`config.mk`:
```
export PLATFORM = sky130hd
export DESIGN_NAME = list_fill_handshake
export DESIGN_NICKNAME = d
export VERILOG_FILES = /design/src/rtl/lfh_pkg.sv /design/src/rtl/lfh_flag_dp.sv /design/src/rtl/lfh_pass_ctrl.sv /design/src/rtl/list_fill_handshake.sv
export SDC_FILE = /design/constraint.sdc
export NUM_CORES = 1
export LEC_CHECK = 0
export BUFFER_PORTS_ARGS = -buffer_cell sky130_fd_sc_hd__clkbuf_2
export CELL_PAD_IN_SITES_DETAIL_PLACEMENT = 1
export CELL_PAD_IN_SITES_GLOBAL_PLACEMENT = 2
export CORE_ASPECT_RATIO = 0.75
export CORE_UTILIZATION = 12
export DETAILED_ROUTE_END_ITERATION = 16
export GPL_ROUTABILITY_DRIVEN = 0
export PLACE_DENSITY_LB_ADDON = 0.1
export SLEW_MARGIN = 20
export SYNTH_ARGS = -nofsm -noshare
export SYNTH_HDL_FRONTEND = slang
export SYNTH_SLANG_ARGS = --single-unit
```
`constraint.sdc`:
```
create_clock -name clk -period 1.6 [get_ports clk]
set_input_delay 0.16 -clock clk [delete_from_list [all_inputs] [get_ports clk]]
set_output_delay 0.16 -clock clk [all_outputs]
set_load 0.05 [all_outputs]
```
`src/rtl/lfh_pkg.sv`:
```
package lfh_pkg;

  // Hardware flag commands issued by the pass controller to the flag datapath
  typedef struct packed {
    logic hwSet;   // descriptor found during a pass
    logic hwClr;   // pass granted at list head
  } flagCmd_t;

  typedef enum logic [0:0] {
    ST_IDLE = 1'b0,
    ST_PASS = 1'b1
  } passState_t;

endpackage

```
`src/rtl/lfh_flag_dp.sv`:
```
module lfh_flag_dp
  import lfh_pkg::*;
#(
  parameter int DATA_W   = 32,
  parameter int FLAG_BIT = 1
) (
  input  logic              clk,
  input  logic              rst_n,
  input  logic              regWrEn,
  input  logic [DATA_W-1:0] regWrData,
  input  flagCmd_t          cmd,
  output logic              flagQ,
  output logic              flagNext,
  output logic [DATA_W-1:0] regRdData
);

  logic swSet;

  // Only a written 1 at the flag position matters; zeros are ignored
  assign swSet = regWrEn && regWrData[FLAG_BIT];

  // Sets dominate the hardware clear, so a new descriptor is never lost
  always_comb begin
    if (swSet || cmd.hwSet)
      flagNext = 1'b1;
    else if (cmd.hwClr)
      flagNext = 1'b0;
    else
      flagNext = flagQ;
  end

  always_ff @(posedge clk) begin
    if (!rst_n) flagQ <= 1'b0;
    else        flagQ <= flagNext;
  end

  always_comb begin
    regRdData           = '0;
    regRdData[FLAG_BIT] = flagQ;
  end

  p_sw_set_r2: assert property (@(posedge clk) disable iff (!rst_n)
    swSet |=> flagQ);

  p_zero_write_r3: assert property (@(posedge clk) disable iff (!rst_n)
    (regWrEn && !regWrData[FLAG_BIT] && !cmd.hwSet && !cmd.hwClr) |=> (flagQ == $past(flagQ)));

  p_set_beats_clear_r8: assert property (@(posedge clk) disable iff (!rst_n)
    (swSet && cmd.hwClr) |=> flagQ);

endmodule

```
`src/rtl/lfh_pass_ctrl.sv`:
```
module lfh_pass_ctrl
  import lfh_pkg::*;
(
  input  logic     clk,
  input  logic     rst_n,
  input  logic     headReq,
  input  logic     tdFound,
  input  logic     passDone,
  input  logic     flagQ,
  input  logic     flagNext,
  output flagCmd_t cmd,
  output logic     passActive,
  output logic     runPulse,
  output logic     skipPulse,
  output logic     contPulse,
  output logic     stopPulse
);

  passState_t state, stateNext;
  logic headAccept;
  logic doneAccept;

  assign headAccept = headReq && (state == ST_IDLE);
  assign doneAccept = passDone && (state == ST_PASS);

  always_comb begin
    cmd.hwClr = headAccept && flagQ;
    cmd.hwSet = tdFound && (state == ST_PASS);
  end

  always_comb begin
    stateNext = state;
    unique case (state)
      ST_IDLE: if (headAccept && flagQ) stateNext = ST_PASS;
      ST_PASS: if (doneAccept)          stateNext = ST_IDLE;
      default: stateNext = ST_IDLE;
    endcase
  end

  always_ff @(posedge clk) begin
    if (!rst_n) begin
      state     <= ST_IDLE;
      runPulse  <= 1'b0;
      skipPulse <= 1'b0;
      contPulse <= 1'b0;
      stopPulse <= 1'b0;
    end else begin
      state     <= stateNext;
      runPulse  <= headAccept && flagQ;
      skipPulse <= headAccept && !flagQ;
      contPulse <= doneAccept && flagNext;
      stopPulse <= doneAccept && !flagNext;
    end
  end

  assign passActive = (state == ST_PASS);

  p_skip_r4: assert property (@(posedge clk) disable iff (!rst_n)
    (headReq && !passActive && !flagQ) |=> (skipPulse && !passActive));

  p_run_r5: assert property (@(posedge clk) disable iff (!rst_n)
    (headReq && !passActive && flagQ) |=> (runPulse && passActive));

  p_found_sets_r6: assert property (@(posedge clk) disable iff (!rst_n)
    (tdFound && passActive) |=> flagQ);

  p_done_ends_r7: assert property (@(posedge clk) disable iff (!rst_n)
    (passDone && passActive) |=> (!passActive && (contPulse || stopPulse)));

  p_one_result_r7: assert property (@(posedge clk) disable iff (!rst_n)
    $onehot0({runPulse, skipPulse, contPulse, stopPulse}));

  p_head_ignored_r9: assert property (@(posedge clk) disable iff (!rst_n)
    (headReq && passActive && !passDone) |=> (!runPulse && !skipPulse && passActive));

endmodule

```
`src/rtl/list_fill_handshake.sv`:
```
module list_fill_handshake
  import lfh_pkg::*;
#(
  parameter int DATA_W   = 32,
  parameter int FLAG_BIT = 1
) (
  input  logic              clk,
  input  logic              rst_n,
  input  logic              regWrEn,
  input  logic [DATA_W-1:0] regWrData,
  output logic [DATA_W-1:0] regRdData,
  input  logic              headReq,
  input  logic              tdFound,
  input  logic              passDone,
  output logic              passActive,
  output logic              runPulse,
  output logic              skipPulse,
  output logic              contPulse,
  output logic              stopPulse
);

  flagCmd_t cmd;
  logic     flagQ;
  logic     flagNext;

  lfh_flag_dp #(
    .DATA_W  (DATA_W),
    .FLAG_BIT(FLAG_BIT)
  ) u_dp (
    .clk      (clk),
    .rst_n    (rst_n),
    .regWrEn  (regWrEn),
    .regWrData(regWrData),
    .cmd      (cmd),
    .flagQ    (flagQ),
    .flagNext (flagNext),
    .regRdData(regRdData)
  );

  lfh_pass_ctrl u_ctrl (
    .clk       (clk),
    .rst_n     (rst_n),
    .headReq   (headReq),
    .tdFound   (tdFound),
    .passDone  (passDone),
    .flagQ     (flagQ),
    .flagNext  (flagNext),
    .cmd       (cmd),
    .passActive(passActive),
    .runPulse  (runPulse),
    .skipPulse (skipPulse),
    .contPulse (contPulse),
    .stopPulse (stopPulse)
  );

endmodule

```
==> run metrics <==
max-cap check violation count=0; Final Max Tran Viols=0; row count=19; Final Non-Filler Cells=118; largest family of logic cells by synthesized area=buffers and inverters; Core Util, Final=13.6%; CTS tree=done; static leakage=0.262 nW; Psw=0.259 mW; top cells by count, synth=buf_4, dfxtp_1, a31oi_1, nand2_1, nand2b_1; Die Width=73.3 um; Pre-antenna DRT Iters=4; reg2reg path depth=2; Layout Area Growth over Synthesis=8.47%; combinational share of power=34.9%; Hold Vio Cnt, Final=0; Clock transition at path regs=0.04 ns; Worst path depth=1; Final Cycle Share=73.2%; fin crit period=1.17 ns; CP max stage cell=dfxtp_1; RSZ-0062 raised after global routing=no; grt ovf=0; adder-cell share of the synthesized area=0%; first-pass GRT wire length=1040 um; CTS buffer count=3; Setup Viol. Count Final=0; via density per instance=2.49; Pwr Density=1190 nW/um^2; Internal=0.332 mW; WL per Instance=6.26 um; Final nets=106; core region area=3660 sq um; switching part of the total=43.8%; slowest stage delay, CP=0.46 ns; Sink Count=6; CTS resizes=0; io pins=75; buffer count from post-CTS setup fixing=0; post-synthesis instance area=458 sq um; count of input and output buffers=12; share of cells above drive strength 1=24.2%; die height=55.5 um; CP Launch Type=register; placed inst area=455 sq um; via count=294; Setup crit end kind=output port; largest delay contributor family on the critical path=flip-flops; Critical Path AT=1.01 ns; initial antenna violation count=0; clk_skew=0.00150 ns; mux share of post-synthesis cell area=0%; Buf/Inv on CP=1; crit-path max FO=8; peak supply drop=146 uV; Distinct cells, synth=14; Initial DRC Count=12; HP Class=primary input to register; share of synthesized registers carrying an async set or reset=0%; Starting Density=12.5%; ANT cells=0; Seq pwr share=27.3%; worst hold stages=2; vias in the first global route=237; CTS Hold Bufs=0; Yosys top cell by area=buf_4; simple-gate share of the synthesized area=8.74%; fmax=0.854 GHz; Post-DP HPWL=649 um; warnings from Yosys=0; WP data required=1.44 ns; drt drc=0; Final Routed Wirelength=739 um; Post-Synthesis Cells=53; Clock Tree Buf Depth=2; Yosys reg bits=6; H-tree depth=1; Root Driver=clkbuf_8; GR Util All Layers=3.60%; Syn Area/Cell=8.64 sq um; largest net degree at the start of global routing=9; Routed Antenna Nets=0; critical path class=register to output port; setup tns final=0 ns; Post-Synth XOR/XNOR Area=0%; top-area cell type share of the netlist area=52.5%; Area contributors post-synth=buf_4, dfxtp_1, a221oi_2; register area share after synthesis=26.2%; die area=4070 sq um; post-synthesis compound-gate area fraction=10.9%; placed cell count=115; crit-path cells=clkbuf_2; Synth Flop Type=dfxtp_1; status=complete, no violations; Skew-Pair Late Insertion Delay=0.22 ns; Post-synth EDFFs=0; top-count cell post-synth=buf_4; post-route cell area=497 sq um; Clock Power Share=37.8%
flip-flops by register name, indices dropped and copies added, names as in the netlist:
signal,count
u_ctrl.passActive,1
u_ctrl.skipPulse,1
u_dp.flagQ,1
u_ctrl.contPulse,1
u_ctrl.runPulse,1
u_ctrl.stopPulse,1
stage by stage:
stage	hold WS, ns	total power, mW	setup WS, ns
detailed placement	0.374	0.369	0.619
global route	0.141	0.622	0.384
CTS	0.142	0.597	0.423
floorplan	0.248	0.412	0.391
global placement	0.373	0.370	0.617
finish	0.145	0.591	0.429
layout by cell type, fill, tap and decap left out:
cell and instances:
conb_1 31, clkbuf_2 12, dfxtp_1 6, clkbuf_8 3, nand2b_1 2, nand2_1 2
a31oi_1 2, a21o_1 1, nand3_1 1, a221oi_2 1, a22oi_1 1, inv_1 1
nor3_1 1, and4b_1 1, o21bai_1 1
metal layers:
layer	track usage (%)	vias to the layer above	part of all wire [%]
li1	-	136	-
met1	3.35	132	36
met2	5.56	24	45
met3	2.01	2	18
met4	3.30	0	0.81
met5	0	-	0
kinds of logic after synthesis:
family,Yosys count
AO/OA/AOI/OAI,6
buffers and inverters,33
flip-flops,6
AND/OR/NAND/NOR,7
other,1
layout make-up:
class,count,area [sq um]
Timing Repair Buffer,12,60.1
Tap cell,52,65.1
Sequential cell,6,120
Multi-Input combinational cell,44,206
Fill cell,465,3160
Clock buffer,3,41.3
Inverter,1,3.75
power groups by stage:
| stage | combinational (mW) | clock, mW | sequential (mW) |
|---|---|---|---|
| CTS | 0.206 | 0.231 | 0.161 |
| detailed placement | 0.205 | 0 | 0.164 |
| global route | 0.214 | 0.246 | 0.162 |
| global placement | 0.206 | 0 | 0.164 |
| floorplan | 0.236 | 0 | 0.175 |
| finish | 0.207 | 0.223 | 0.161 |
path summary, 6_finish.rpt:
kind | startpoint | to | slack (ns)
worst min register to register | u_dp.flagQ | u_ctrl.skipPulse | 0.53
worst max register to register | u_ctrl.passActive | u_ctrl.passActive | 0.62
worst min-delay path | regWrData[1] | u_ctrl.stopPulse | 0.15
worst max-delay path | u_ctrl.passActive | passActive | 0.43
(Power assumes the default switching activity.)
